--- config.mk ---
export PLATFORM = sky130hd
export DESIGN_NAME = i2cr_target
export DESIGN_NICKNAME = d
export VERILOG_FILES = /design/src/rtl/i2cr_pkg.sv /design/src/rtl/i2cr_sync.sv /design/src/rtl/i2cr_engine.sv /design/src/rtl/i2cr_target.sv
export SDC_FILE = /design/constraint.sdc
export NUM_CORES = 1
export LEC_CHECK = 0
export BUFFER_PORTS_ARGS = -buffer_cell sky130_fd_sc_hd__buf_4
export CAP_MARGIN = 15
export CORE_ASPECT_RATIO = 0.8
export CORE_MARGIN = 2
export CORE_UTILIZATION = 30
export DETAILED_ROUTE_END_ITERATION = 7
export SLEW_MARGIN = 20
export SYNTH_ARGS = -nofsm -noshare
export SYNTH_HDL_FRONTEND = slang
export SYNTH_HIERARCHICAL = 1
export SYNTH_SLANG_ARGS = --single-unit
--- constraint.sdc ---
create_clock -name clk -period 2.25 [get_ports clk]
set_input_delay 0.225 -clock clk [delete_from_list [all_inputs] [get_ports clk]]
set_output_delay 0.225 -clock clk [all_outputs]
set_load 0.01 [all_outputs]
--- src/rtl/i2cr_pkg.sv ---
package i2cr_pkg;

    typedef enum logic [3:0] {
        ST_IDLE,
        ST_ADDR,
        ST_ADDR_ACK,
        ST_CMD,
        ST_CMD_ACK,
        ST_WHI,
        ST_WHI_ACK,
        ST_WLO,
        ST_WLO_ACK,
        ST_RD,
        ST_RD_ACK,
        ST_IGNORE
    } i2cr_state_e;

endpackage

--- src/rtl/i2cr_sync.sv ---
module i2cr_sync #(
    parameter int STAGES = 2
) (
    input  logic clk,
    input  logic rst_n,
    input  logic scl_i,
    input  logic sda_i,
    output logic scl_s,
    output logic sda_s,
    output logic scl_rise,
    output logic scl_fall,
    output logic start_det,
    output logic stop_det
);
    // STAGES synchronizer flops plus one history flop for edge detection
    logic [STAGES:0] scl_sr;
    logic [STAGES:0] sda_sr;
    logic            scl_p;
    logic            sda_p;

    always_ff @(posedge clk or negedge rst_n) begin
        if (!rst_n) begin
            scl_sr <= '1;
            sda_sr <= '1;
        end else begin
            scl_sr <= {scl_sr[STAGES-1:0], scl_i};
            sda_sr <= {sda_sr[STAGES-1:0], sda_i};
        end
    end

    assign scl_s     = scl_sr[STAGES-1];
    assign sda_s     = sda_sr[STAGES-1];
    assign scl_p     = scl_sr[STAGES];
    assign sda_p     = sda_sr[STAGES];
    assign scl_rise  = scl_s & ~scl_p;
    assign scl_fall  = ~scl_s & scl_p;
    assign start_det = scl_s & scl_p & sda_p & ~sda_s;
    assign stop_det  = scl_s & scl_p & ~sda_p & sda_s;

endmodule

--- src/rtl/i2cr_engine.sv ---
module i2cr_engine
    import i2cr_pkg::*;
#(
    parameter logic [6:0] DEV_ADDR   = 7'h48,
    parameter logic [6:0] BCAST_ADDR = 7'h47,
    parameter int         BYTE_W     = 8
) (
    input  logic                  clk,
    input  logic                  rst_n,
    input  logic                  scl_s,
    input  logic                  sda_s,
    input  logic                  scl_rise,
    input  logic                  scl_fall,
    input  logic                  start_det,
    input  logic                  stop_det,
    output logic                  sda_oe,
    output logic [BYTE_W-1:0]     reg_addr,
    output logic [2*BYTE_W-1:0]   reg_wdata,
    output logic                  reg_we,
    input  logic [2*BYTE_W-1:0]   reg_rdata
);
    localparam int REG_W = 2 * BYTE_W;
    localparam int CNT_W = $clog2(BYTE_W + 1);

    i2cr_state_e        state_q, state_d;
    logic [BYTE_W-1:0]  sh_q;
    logic [BYTE_W-1:0]  ptr_q;
    logic [BYTE_W-1:0]  hi_q;
    logic [CNT_W-1:0]   cnt_q;
    logic               rd_q;
    logic               lo_q;
    logic               mack_q;
    logic               we_q;
    logic               byte_done;
    logic               addr_ok;

    assign byte_done = (cnt_q == CNT_W'(BYTE_W));
    assign addr_ok   = (sh_q[BYTE_W-1:1] == DEV_ADDR) ||
                       ((sh_q[BYTE_W-1:1] == BCAST_ADDR) && !sh_q[0]);

    // next-state logic
    always_comb begin
        state_d = state_q;
        if (stop_det) begin
            state_d = ST_IDLE;
        end else if (start_det) begin
            state_d = ST_ADDR;
        end else begin
            unique case (state_q)
                ST_IDLE, ST_IGNORE: state_d = state_q;
                ST_ADDR:     if (scl_fall && byte_done) state_d = addr_ok ? ST_ADDR_ACK : ST_IGNORE;
                ST_ADDR_ACK: if (scl_fall) state_d = rd_q ? ST_RD : ST_CMD;
                ST_CMD:      if (scl_fall && byte_done) state_d = ST_CMD_ACK;
                ST_CMD_ACK:  if (scl_fall) state_d = ST_WHI;
                ST_WHI:      if (scl_fall && byte_done) state_d = ST_WHI_ACK;
                ST_WHI_ACK:  if (scl_fall) state_d = ST_WLO;
                ST_WLO:      if (scl_fall && byte_done) state_d = ST_WLO_ACK;
                ST_WLO_ACK:  if (scl_fall) state_d = ST_IGNORE;
                ST_RD:       if (scl_fall && cnt_q == CNT_W'(BYTE_W - 1)) state_d = ST_RD_ACK;
                ST_RD_ACK:   if (scl_fall) state_d = (mack_q && !lo_q) ? ST_RD : ST_IGNORE;
                default:     state_d = ST_IDLE;
            endcase
        end
    end

    // state register
    always_ff @(posedge clk or negedge rst_n) begin
        if (!rst_n) state_q <= ST_IDLE;
        else        state_q <= state_d;
    end

    // byte shifting, pointer and data capture
    always_ff @(posedge clk or negedge rst_n) begin
        if (!rst_n) begin
            sh_q   <= '0;
            ptr_q  <= '0;
            hi_q   <= '0;
            cnt_q  <= '0;
            rd_q   <= 1'b0;
            lo_q   <= 1'b0;
            mack_q <= 1'b0;
            we_q   <= 1'b0;
        end else begin
            we_q <= 1'b0;
            if (stop_det || start_det) begin
                cnt_q <= '0;
            end else begin
                case (state_q)
                    ST_ADDR, ST_CMD, ST_WHI, ST_WLO: begin
                        if (scl_rise && !byte_done) begin
                            sh_q  <= {sh_q[BYTE_W-2:0], sda_s};
                            cnt_q <= cnt_q + 1'b1;
                        end else if (scl_fall && byte_done) begin
                            cnt_q <= '0;
                            if (state_q == ST_ADDR) rd_q  <= sh_q[0];
                            if (state_q == ST_CMD)  ptr_q <= sh_q;
                            if (state_q == ST_WHI)  hi_q  <= sh_q;
                            if (state_q == ST_WLO)  we_q  <= 1'b1;
                        end
                    end
                    ST_ADDR_ACK: begin
                        if (scl_fall && rd_q) begin
                            sh_q  <= reg_rdata[REG_W-1:BYTE_W];
                            lo_q  <= 1'b0;
                            cnt_q <= '0;
                        end
                    end
                    ST_RD: begin
                        if (scl_fall) begin
                            sh_q  <= {sh_q[BYTE_W-2:0], 1'b1};
                            cnt_q <= (cnt_q == CNT_W'(BYTE_W - 1)) ? '0 : cnt_q + 1'b1;
                        end
                    end
                    ST_RD_ACK: begin
                        if (scl_rise) begin
                            mack_q <= ~sda_s;
                        end else if (scl_fall && mack_q && !lo_q) begin
                            sh_q  <= reg_rdata[BYTE_W-1:0];
                            lo_q  <= 1'b1;
                            cnt_q <= '0;
                        end
                    end
                    default: ;
                endcase
            end
        end
    end

    // outputs
    always_comb begin
        unique case (state_q)
            ST_ADDR_ACK, ST_CMD_ACK, ST_WHI_ACK, ST_WLO_ACK: sda_oe = 1'b1;
            ST_RD:   sda_oe = ~sh_q[BYTE_W-1];
            default: sda_oe = 1'b0;
        endcase
    end

    assign reg_addr  = ptr_q;
    assign reg_wdata = {hi_q, sh_q};
    assign reg_we    = we_q;


    we_pulse_chk: assert property (@(posedge clk) disable iff (!rst_n)
        reg_we |=> !reg_we);


    we_after_low_chk: assert property (@(posedge clk) disable iff (!rst_n)
        reg_we |-> (state_q == ST_WLO_ACK));


    bcast_no_read_chk: assert property (@(posedge clk) disable iff (!rst_n)
        ((state_q == ST_ADDR_ACK) && (sh_q[BYTE_W-1:1] == BCAST_ADDR) && (BCAST_ADDR != DEV_ADDR))
            |-> !sh_q[0]);


    oe_scl_low_chk: assert property (@(posedge clk) disable iff (!rst_n)
        (scl_s && $past(scl_s) && !$past(start_det) && !$past(stop_det)) |-> $stable(sda_oe));


    bit_count_chk: assert property (@(posedge clk) disable iff (!rst_n)
        cnt_q <= CNT_W'(BYTE_W));

endmodule

--- src/rtl/i2cr_target.sv ---
module i2cr_target #(
    parameter logic [6:0] DEV_ADDR    = 7'h48,
    parameter logic [6:0] BCAST_ADDR  = 7'h47,
    parameter int         SYNC_STAGES = 2
) (
    input  logic        clk,
    input  logic        rst_n,
    input  logic        scl_i,
    input  logic        sda_i,
    output logic        sda_oe,
    output logic [7:0]  reg_addr,
    output logic [15:0] reg_wdata,
    output logic        reg_we,
    input  logic [15:0] reg_rdata
);
    logic scl_s, sda_s, scl_rise, scl_fall, start_det, stop_det;

    i2cr_sync #(.STAGES(SYNC_STAGES)) u_sync (
        .clk       (clk),
        .rst_n     (rst_n),
        .scl_i     (scl_i),
        .sda_i     (sda_i),
        .scl_s     (scl_s),
        .sda_s     (sda_s),
        .scl_rise  (scl_rise),
        .scl_fall  (scl_fall),
        .start_det (start_det),
        .stop_det  (stop_det)
    );

    i2cr_engine #(
        .DEV_ADDR   (DEV_ADDR),
        .BCAST_ADDR (BCAST_ADDR),
        .BYTE_W     (8)
    ) u_engine (
        .clk       (clk),
        .rst_n     (rst_n),
        .scl_s     (scl_s),
        .sda_s     (sda_s),
        .scl_rise  (scl_rise),
        .scl_fall  (scl_fall),
        .start_det (start_det),
        .stop_det  (stop_det),
        .sda_oe    (sda_oe),
        .reg_addr  (reg_addr),
        .reg_wdata (reg_wdata),
        .reg_we    (reg_we),
        .reg_rdata (reg_rdata)
    );

endmodule

# --- After elaboration in Yosys (flattened, before gate mapping) ---
# Index checks and enable logic that the tools add are counted.
word_totals:
  out_inout_bits: 26
  n_memories: 0
  wordCells: 131
  in_bits: 20
  mem_bits_ro: 0
  latch_bits: 0
  mem_bits_rw: 0
  reg_bits: 42
classes:
  addsub: 1
  reduce_logical: 28
  muxes: 41
  mul: 0
  bitwise: 14
  magnitude_cmp: 0
  n_shift: 0
  div: 0
  n_eq_ne: 36
ops:
  columns: ["operator", "count"]
  rows:
  - ["2-to-1 mux 4 bit", 22]
  - ["!= test 4 x 1 -> 1 bit (second input constant)", 11]
  - ["one-hot mux 4 bit (11 select lines)", 1]
  - ["2-to-1 mux 8 bit", 5]
  - ["one-hot mux 8 bit (4 select lines)", 1]
  - ["== test 4 x 3 -> 1 bit (second input constant)", 5]
  - ["== test 4 bit (second input constant)", 5]
  - ["AND reduction 5 bit", 4]
  - ["one-hot mux 4 bit (4 select lines)", 1]
  - ["== test 7 bit (second input constant)", 2]
  - ["!= test 3 x 1 -> 1 bit (second input constant)", 4]
  - ["AND reduction 11 bit", 1]
  - ["== test 4 x 2 -> 1 bit (second input constant)", 2]
  - ["logical AND 1 bit", 8]
  - ["2-to-1 mux 1 bit", 8]
  - ["!= test 2 x 1 -> 1 bit (second input constant)", 4]
  - ["OR reduction 4 bit", 2]
  - ["AND 1 bit", 7]
  - ["NOT 1 bit", 7]
  - ["AND reduction 7 bit", 1]
  - ["AND reduction 6 bit", 1]
  - ["nonzero test 5 bit", 1]
  - ["adder 4 x 1 -> 4 bit (second input constant)", 1]
  - ["== test 4 x 1 -> 1 bit (second input constant)", 1]
  - ["11 further kinds", 15]

# --- Logic depth before layout (Yosys ltp) ---
# Gate-level depths: netlist of run 1.
logic_depth:
  depth_word: 8
  depth_mapped: 8
  depth_no_buf: 7

# --- Hierarchy ---
# The synthesis of run 1 kept the hierarchy.
by_module_without_submodules:
  columns: ["mod", "n_inst", "seq_area_each_um2", "area_per_inst_um2", "cells_per_inst"]
  rows:
  - ["i2cr_engine", 1, 900.9, 2050.7, 202]
  - ["i2cr_sync", 1, 157.7, 190.2, 10]

# --- Worst setup path before layout of run 1 ---
# Ideal clock, no wire load.
synth_timing:
  path_type: "flip-flop to flip-flop"
  startpoint: "register u_sync.sda_sr[1]"
  endpoint: "register u_engine.ptr_q[0] (netlist: u_engine/reg_addr[0])"
  stages_incl_launch_ff: 8
  synth_period_minus_slack_ps: 2181
  required_ps: 2125
  arrival_ps: 2056
  path_slack_ps: 69
  setup_ps: 125
  n_path_buf: 1
  path_cell_list: "dfstp_2 > and4b_1 > or2_1 > buf_2 > nor2_1 > nand2_1 > nor3_2 > mux2_2"
synth_via:
  elab_chain_len: 5
  elab_cells_between_ends: 6
  classes_between: "bitwise (4); reduce/logical (2)"
synth_rtl:
  columns: ["element", "line_no", "source"]
  rows:
  - ["start, declared", "i2cr_sync.sv:17", "logic [STAGES:0] sda_sr;"]
  - ["start signal, assigned", "i2cr_sync.sv:27", "sda_sr <= {sda_sr[STAGES-1:0], sda_i};"]
  - ["NOT 1 bit", "i2cr_sync.sv:37", "assign start_det = scl_s & scl_p & sda_p & ~sda_s;"]
  - ["AND 1 bit", "i2cr_sync.sv:37", null]
  - ["net start_det", "i2cr_target.sv:16", "logic scl_s, sda_s, scl_rise, scl_fall, start_det, stop_det;"]
  - ["logical OR 1 bit", "i2cr_engine.sv:85", "if (stop_det || start_det) begin"]
  - ["NOT 1 bit (no source line)", null, null]
  - ["AND reduction 5 bit (no source line)", null, null]
  - ["end signal, assigned", "i2cr_engine.sv:96", "if (state_q == ST_CMD) ptr_q <= sh_q;"]
  - ["end, declared", "i2cr_engine.sv:27", "logic [BYTE_W-1:0] ptr_q;"]
# The timed path passes the listed nets, and every way through them passes these cells.
# A chain may end at the register's enable or synchronous reset.

# --- Worst setup path after layout of run 1 ---
layout_timing:
  startpoint: "register u_sync.scl_sr[2]"
  endpoint: "register u_engine.state_q[0]"
layout_via:
  elab_cells_between_ends: 22
  classes_between: "eq/ne (11); mux (2); bitwise (6); reduce/logical (3)"
layout_lines:
  columns: ["element", "line_no", "source"]
  rows:
  - ["start, declared", "i2cr_sync.sv:16", "logic [STAGES:0] scl_sr;"]
  - ["start signal, assigned", "i2cr_sync.sv:26", "scl_sr <= {scl_sr[STAGES-1:0], scl_i};"]
  - ["AND 1 bit *", "i2cr_sync.sv:36", "assign scl_fall = ~scl_s & scl_p;"]
  - ["net scl_fall", "i2cr_target.sv:16", null]
  - ["logical AND 1 bit (on tied branches)", null, null]
  - ["!= test 4 x 1 -> 1 bit (no source line)", null, null]
  - ["AND reduction 11 bit (no source line) *", null, null]
  - ["end signal, assigned", "i2cr_engine.sv:69", "else state_q <= state_d;"]
  - ["end, declared", "i2cr_engine.sv:25", "i2cr_state_e state_q, state_d;"]
# The timed path passes the listed nets; every way through them passes the cells marked *.

==> results of run 1 <==
## Yosys cell counts (3+ instances only)
cell,count
clkbuf_1,4
nand2b_1,3
o21ai_0,6
buf_6,3
nand3b_1,3
a21oi_1,14
mux2_2,18
nand2_1,9
nor3_1,6
and3_1,8
nand3_1,6
or3_1,3
dfstp_2,6
inv_1,7
nor2_1,16
dfrtp_1,36
a221oi_1,8
buf_2,6
## where the power goes
group          internal, mW  total, mW  switching (mW)  leakage, nW
Combinational         0.753       1.59           0.840        0.799
Sequential            0.897       1.10           0.203        0.529
Clock                 0.219      0.477           0.258       0.0452
## repair_timing
item | CTS | global route
buffers inserted | 0 | 3
hold buffers | 1 | 0
endpoints found under the setup margin | 0 | 27
hold endpoints to repair | 36 | 0
gates resized for setup | 0 | 4
## layout make-up
class                           count  area, sq um
Clock buffer                        6         72.6
Clock inverter                      2         13.8
Fill cell                         722         4390
Inverter                            7         26.3
Multi-Input combinational cell    150         1090
Sequential cell                    42         1060
Tap cell                           90          113
Timing Repair Buffer               73          551
## per-layer routing
layer	vias up	routed length, um	GRT usage [%]
li1	936	-	-
met2	73	2630	21.1
met1	956	3110	24.6
met3	5	433	3.87
met4	0	65	6.16
met5	-	0	0
## critical path, cell delays in order, from the launching register on
cell and delay [ps]:
dfstp_2 560, nor2b_1 180, nand4b_1 200, and2_1 210
a2111o_1 370, buf_4 170, a221oi_1 330
## worst max path at each step
stage	to	slack [ps]	cells past startpoint	start
2_1_floorplan	u_engine/reg_addr[0]$_DFFE_PN0P_	70	7	u_sync/sda_sr[1]$_DFF_PN1_
3_3_place_gp	u_engine/hi_q[4]$_DFFE_PN0P_	70	6	u_sync/sda_sr[1]$_DFF_PN1_
3_5_place_dp	u_engine/hi_q[2]$_DFFE_PN0P_	20	6	u_sync/sda_sr[1]$_DFF_PN1_
4_1_cts	u_engine/hi_q[7]$_DFFE_PN0P_	2	6	u_sync/sda_sr[1]$_DFF_PN1_
5_1_grt	u_engine/cnt_q[3]$_DFFE_PN0P_	-20	6	u_sync/scl_sr[2]$_DFF_PN1_
6_report	u_engine/state_q[0]$_DFFE_PN0P_	100	6	u_sync/scl_sr[2]$_DFF_PN1_
## registers in the layout, indices dropped and copies added (netlist names)
signal and flops:
u_engine/mack_q 1, u_engine/reg_we 1, u_engine/lo_q 1, u_engine/state_q 4, u_engine/cnt_q 4, u_engine/rd_q 1
u_sync/scl_sr 3, u_engine/hi_q 8, u_engine/sh_q 8, u_engine/reg_addr 8, u_sync/sda_sr 3
## cells by family (layout without fill, tap and decap cells)
| logic type | count (synthesis) | after routing | synth area share, % |
|---|---|---|---|
| AO/OA/AOI/OAI | 51 | 51 | 16.4 |
| XOR/XNOR | 1 | 1 | 0.391 |
| adder cells (fa/ha/maj) | 2 | 2 | 1.12 |
| buffers and inverters | 20 | 88 | 4.69 |
| flip-flops | 42 | 42 | 47.2 |
| multiplexers | 19 | 19 | 9.55 |
| AND/OR/NAND/NOR | 77 | 77 | 20.6 |
## per-stage QoR
stage / setup WS, ps / hold WS, ps / utilization [%] / std cells / power, mW
4_1_cts: 1.64 / 16.3 / 39.5 / 367 / 3.09
3_5_place_dp: 24.9 / 254 / 38.1 / 358 / 2.59
6_report: 95.8 / 29.8 / 40.0 / 370 / 3.17
3_3_place_gp: 72.6 / 254 / 38.1 / 358 / 2.59
2_1_floorplan: 69.1 / -70.6 / - / 212 / 2.04
5_1_grt: -19.1 / 15.0 / 40.0 / 370 / 3.40
==> out/qor.csv, run 1 <==
metric,value,unit
status,finished clean,
r2r_end,u_engine/state_q[0]$_DFFE_PN0P_,
min_period_over_period,95.7,%
dr_total_vias,1970,
clockBufferDepth,2,
path_max_fanout,6,
ant_nets,0,
vias_per_cell,5.32,
clock_latency,290,ps
globalRouteOverflowTotal,0,
core_area,7320,sq um
synth-edff-count,0,
die_area,8180,sq um
io_buffer_count,45,
ys_seq_area_share,47.2,%
r2r_slack,100,ps
cp-end-kind,flip-flop,
ys_types,55,
reg2reg_depth,6,
power_leakage,1.37,nW
fp.dieH,81.3,um
wirelength,6230,um
drtIter0Drc,268,
synthTopCellsByArea,"dfrtp_1 (40%), mux2_2 (9.0%), dfstp_2 (7.0%)",
timing.setup.tns,0,ps
fin_nets,301,
min_from,scl_i,
hp-class,in2reg,
holdPathEnd,u_sync/scl_sr[0]$_DFF_PN1_,
post_drt_wl_per_cell,16.8,um
start_kind,flip-flop,
grt_pass1_wl,10100,um
place_hpwl,4530,um
clock.fmax,464,MHz
final_cell_mix,"buf_4 (72), dfrtp_1 (36), mux2_2 (18), nor2_1 (16), a21oi_1 (14)",
vdd_drop_max,0.000465,V
areaGrowthSynthToFinish,30.7,%
clkSinkCount,42,
synth_area,2240,sq um
setup_viol,0,
synth_largest_area_cell,dfrtp_1,
fp.dieW,101,um
maxCapViolations,0,
ys_ff_latch,42,
syn_nets,234,
antenna_found_initial,0,
grt_use_total,16.0,%
synth_area_per_cell,10.6,sq um
r2r-start,u_sync/scl_sr[2]$_DFF_PN1_,
min_period,2150,ps
slew_viol_final,0,
tritoncts,done,
postPlaceCellArea,2790,sq um
critical_path_class,reg2reg,
clk_pin_slew,80,ps
drive_above_1_share,41.1,%
finalWeightedCongestion,0.972,
final_cell_area,2930,sq um
io_pins,46,
arrival,2320,ps
yosysWarnings,6,
worstHoldPathCells,1,
finalHoldViolCount,0,
syn-instance-count,212,
finalClockSkew,8.05,ps
diodes,0,
grt_pass1_vias,1863,
required,2420,ps
rsz0062_at_grt,true,
grt_max_degree,43,
cts_htree_levels,2,
relSlewSlack,57.7,%
synth-main-ff-cell,dfrtp_1,
p_per_area,1080,nW/um^2
tightest_slew,627,ps
cts_buffers,5,
drc,0,
drt_first_pass_iters,4,
final_common_cell,buf_4,
synth-async-reset-ratio,100,%
synth_top_area_share,40.2,%
rows,28,
ctsRootBufferMaster,clkbuf_8,
start_util,30.6,%
Power figures use the tool's default switching activity.
==> run 2, diff against run 1 <==
==> constraint.sdc (replaced) <==
create_clock -name clk -period 2.25 [get_ports clk]
set_input_delay 0.5625 -clock clk [delete_from_list [all_inputs] [get_ports clk]]
set_output_delay 0.5625 -clock clk [all_outputs]
set_load 0.01 [all_outputs]
==> out/qor.csv, run 2 (synthesis gave the netlist of run 1 again) <==
metric,value,unit,change
status,finished clean,,
comb_power_share,49.3,%,-1.0 points
globalRouteOverflowTotal,0,,unchanged
cp-end-kind,flip-flop,,
final_cell_mix,"buf_4 (70), dfrtp_1 (36), mux2_2 (18), nor2_1 (16), a21oi_1 (14)",,
cts_hold_buf,0,,-1
r2r_end,u_engine/lo_q$_DFFE_PN0P_,,
finalWeightedCongestion,0.965,,-0.78%
r2r-start,u_engine/state_q[1]$_DFFE_PN0P_,,
clkSinkCount,42,,unchanged
p_per_area,1090,nW/um^2,+0.24%
netSwitchingFraction,41.1,%,+0.060 points
cpPeakStageDelay,680,ps,+120 ps
grt_pass1_vias,1900,,+2.0%
critical_path_class,reg2reg,,
wirelength,6200,um,-0.63%
dpl.cell_count,359,,+0.28%
p_int,1.87,mW,about the same
tritoncts,done,,
grt_pass1_wl,9990,um,-1.2%
finalClockSkew,7.66,ps,-0.388 ps
ctsResizeCount,0,,unchanged
critPathTopFamily,simple AND/OR/NAND/NOR gates,,
required,2430,ps,about the same
io_pins,46,,unchanged
finalHoldViolCount,0,,unchanged
post_cts_buffers,0,,unchanged
tightest_slew,546,ps,-81.3 ps
drive_above_1_share,41.9,%,+0.81 points
drtIter0Drc,202,,-25%
seqPwrFrac,34.5,%,-0.2 points
path_buf_inv,0,,-1
clkPwrFrac,16.2,%,+1.2 points
min_period,2130,ps,-28.2 ps
final_cells,367,,-0.81%
clock.fmax,470,MHz,+1.3%
areaGrowthSynthToFinish,30.4,%,
arrival,2300,ps,-20 ps
vias_per_cell,5.35,,+0.51%
fp.dieH,81.3,um,unchanged
reg2reg_depth,5,,-1
diodes,0,,unchanged
vdd_drop_max,0.000374,V,-20%
slew_viol_final,0,,unchanged
post_drt_wl_per_cell,16.9,um,+0.19%
power_leakage,1.36,nW,-1.2%
final_common_cell,buf_4,,
place_hpwl,4650,um,+2.7%
maxCapViolations,0,,unchanged
rsz0062_at_grt,false,,
io_buffer_count,45,,unchanged
ctsRootBufferMaster,clkbuf_8,,
clock_latency,290,ps,about the same
timing.setup.tns,0,ps,unchanged
hp-class,in2async,,
start_util,30.6,%,unchanged
path_cells,or4b_2 -> o22ai_2 -> nor2_1 -> nand3_1 -> mux2_2,,
grt_use_total,16.0,%,+0.048 points
clockBufferDepth,2,,unchanged
relSlewSlack,63.1,%,+5.5 points
cts_htree_levels,2,,unchanged
setup_viol,0,,unchanged
dr_total_vias,1964,,-0.30%
core_area,7320,sq um,unchanged
drt_first_pass_iters,4,,unchanged
start_kind,flip-flop,,
die_area,8180,sq um,unchanged
fin_nets,298,,-1.0%
antenna_found_initial,0,,unchanged
ant_nets,0,,unchanged
rows,28,,unchanged
path_max_fanout,9,,+3
r2r_slack,120,ps,+30 ps
cp_slowest_cell,or4b_2,,
grt_max_degree,43,,unchanged
min_period_over_period,94.5,%,-1.3 points
fp.dieW,101,um,unchanged
drc,0,,unchanged
switchingPower,1.30,mW,+0.22%
cts_buffers,5,,unchanged
clk_pin_slew,90,ps,about the same
-- run 2: through the flow --
| stage | area, sq um | util [%] | total power, mW | setup WS [ps] | hold slack (ps) |
|---|---|---|---|---|---|
| 4_1_cts | 2900 | 39.5 | 3.14 | 2.46 | 265 |
| 2_1_floorplan | 2240 | - | 2.04 | 69.1 | 267 |
| 6_report | 2920 | 39.9 | 3.17 | 124 | 245 |
| 3_5_place_dp | 2800 | 38.2 | 2.62 | 25.4 | 349 |
| 5_1_grt | 2920 | 39.9 | 3.41 | 13.0 | 274 |
| 3_3_place_gp | 2800 | 38.2 | 2.61 | 74.5 | 346 |
-- run 2: how the worst max path moves through the flow --
stage | start | endpoint | slack [ps] | cells past startpoint
floorplan | u_sync/sda_sr[1]$_DFF_PN1_ | u_engine/reg_addr[0]$_DFFE_PN0P_ | 70 | 7
global placement | u_sync/sda_sr[1]$_DFF_PN1_ | u_engine/hi_q[4]$_DFFE_PN0P_ | 70 | 6
detailed placement | u_sync/sda_sr[1]$_DFF_PN1_ | u_engine/hi_q[7]$_DFFE_PN0P_ | 30 | 6
CTS | u_sync/sda_sr[1]$_DFF_PN1_ | u_engine/hi_q[7]$_DFFE_PN0P_ | 2 | 6
global route | u_sync/scl_sr[2]$_DFF_PN1_ | u_engine/cnt_q[3]$_DFFE_PN0P_ | 10 | 6
finish | u_engine/state_q[1]$_DFFE_PN0P_ | u_engine/lo_q$_DFFE_PN0P_ | 120 | 5
-- run 2: layout make-up --
type / count / area, sq um
tap: 90 / 113
clock buffer: 6 / 82.6
sequential: 42 / 1060
multi-input combinational: 150 / 1100
inverter: 7 / 26.3
timing repair buffer: 70 / 526
clock inverter: 2 / 12.5
fill: 718 / 4400
-- run 2: metal layers --
| metal | GRT usage [%] | part of all wire, % | wire length (um) | vias to the layer above |
|---|---|---|---|---|
| met5 | 0 | 0 | 0 | - |
| met4 | 5.21 | 1.2 | 77 | 0 |
| met3 | 5.16 | 7.5 | 463 | 4 |
| met2 | 21.5 | 41 | 2540 | 70 |
| met1 | 24.0 | 50 | 3120 | 960 |
| li1 | - | - | - | 930 |
-- run 2: power groups by stage --
stage	registers [mW]	logic, mW	clock network (mW)
2_1_floorplan	1.06	0.983	0
3_3_place_gp	1.10	1.50	0
3_5_place_dp	1.10	1.51	0
4_1_cts	1.09	1.52	0.535
5_1_grt	1.12	1.72	0.566
6_report	1.09	1.56	0.514
-- run 2: worst register-to-register path, stage by stage (launching register included) --
cell and delay (ps):
dfrtp_1 540, or4b_2 680, o22ai_2 310, nor2_1 70, nand3_1 90, mux2_2 320
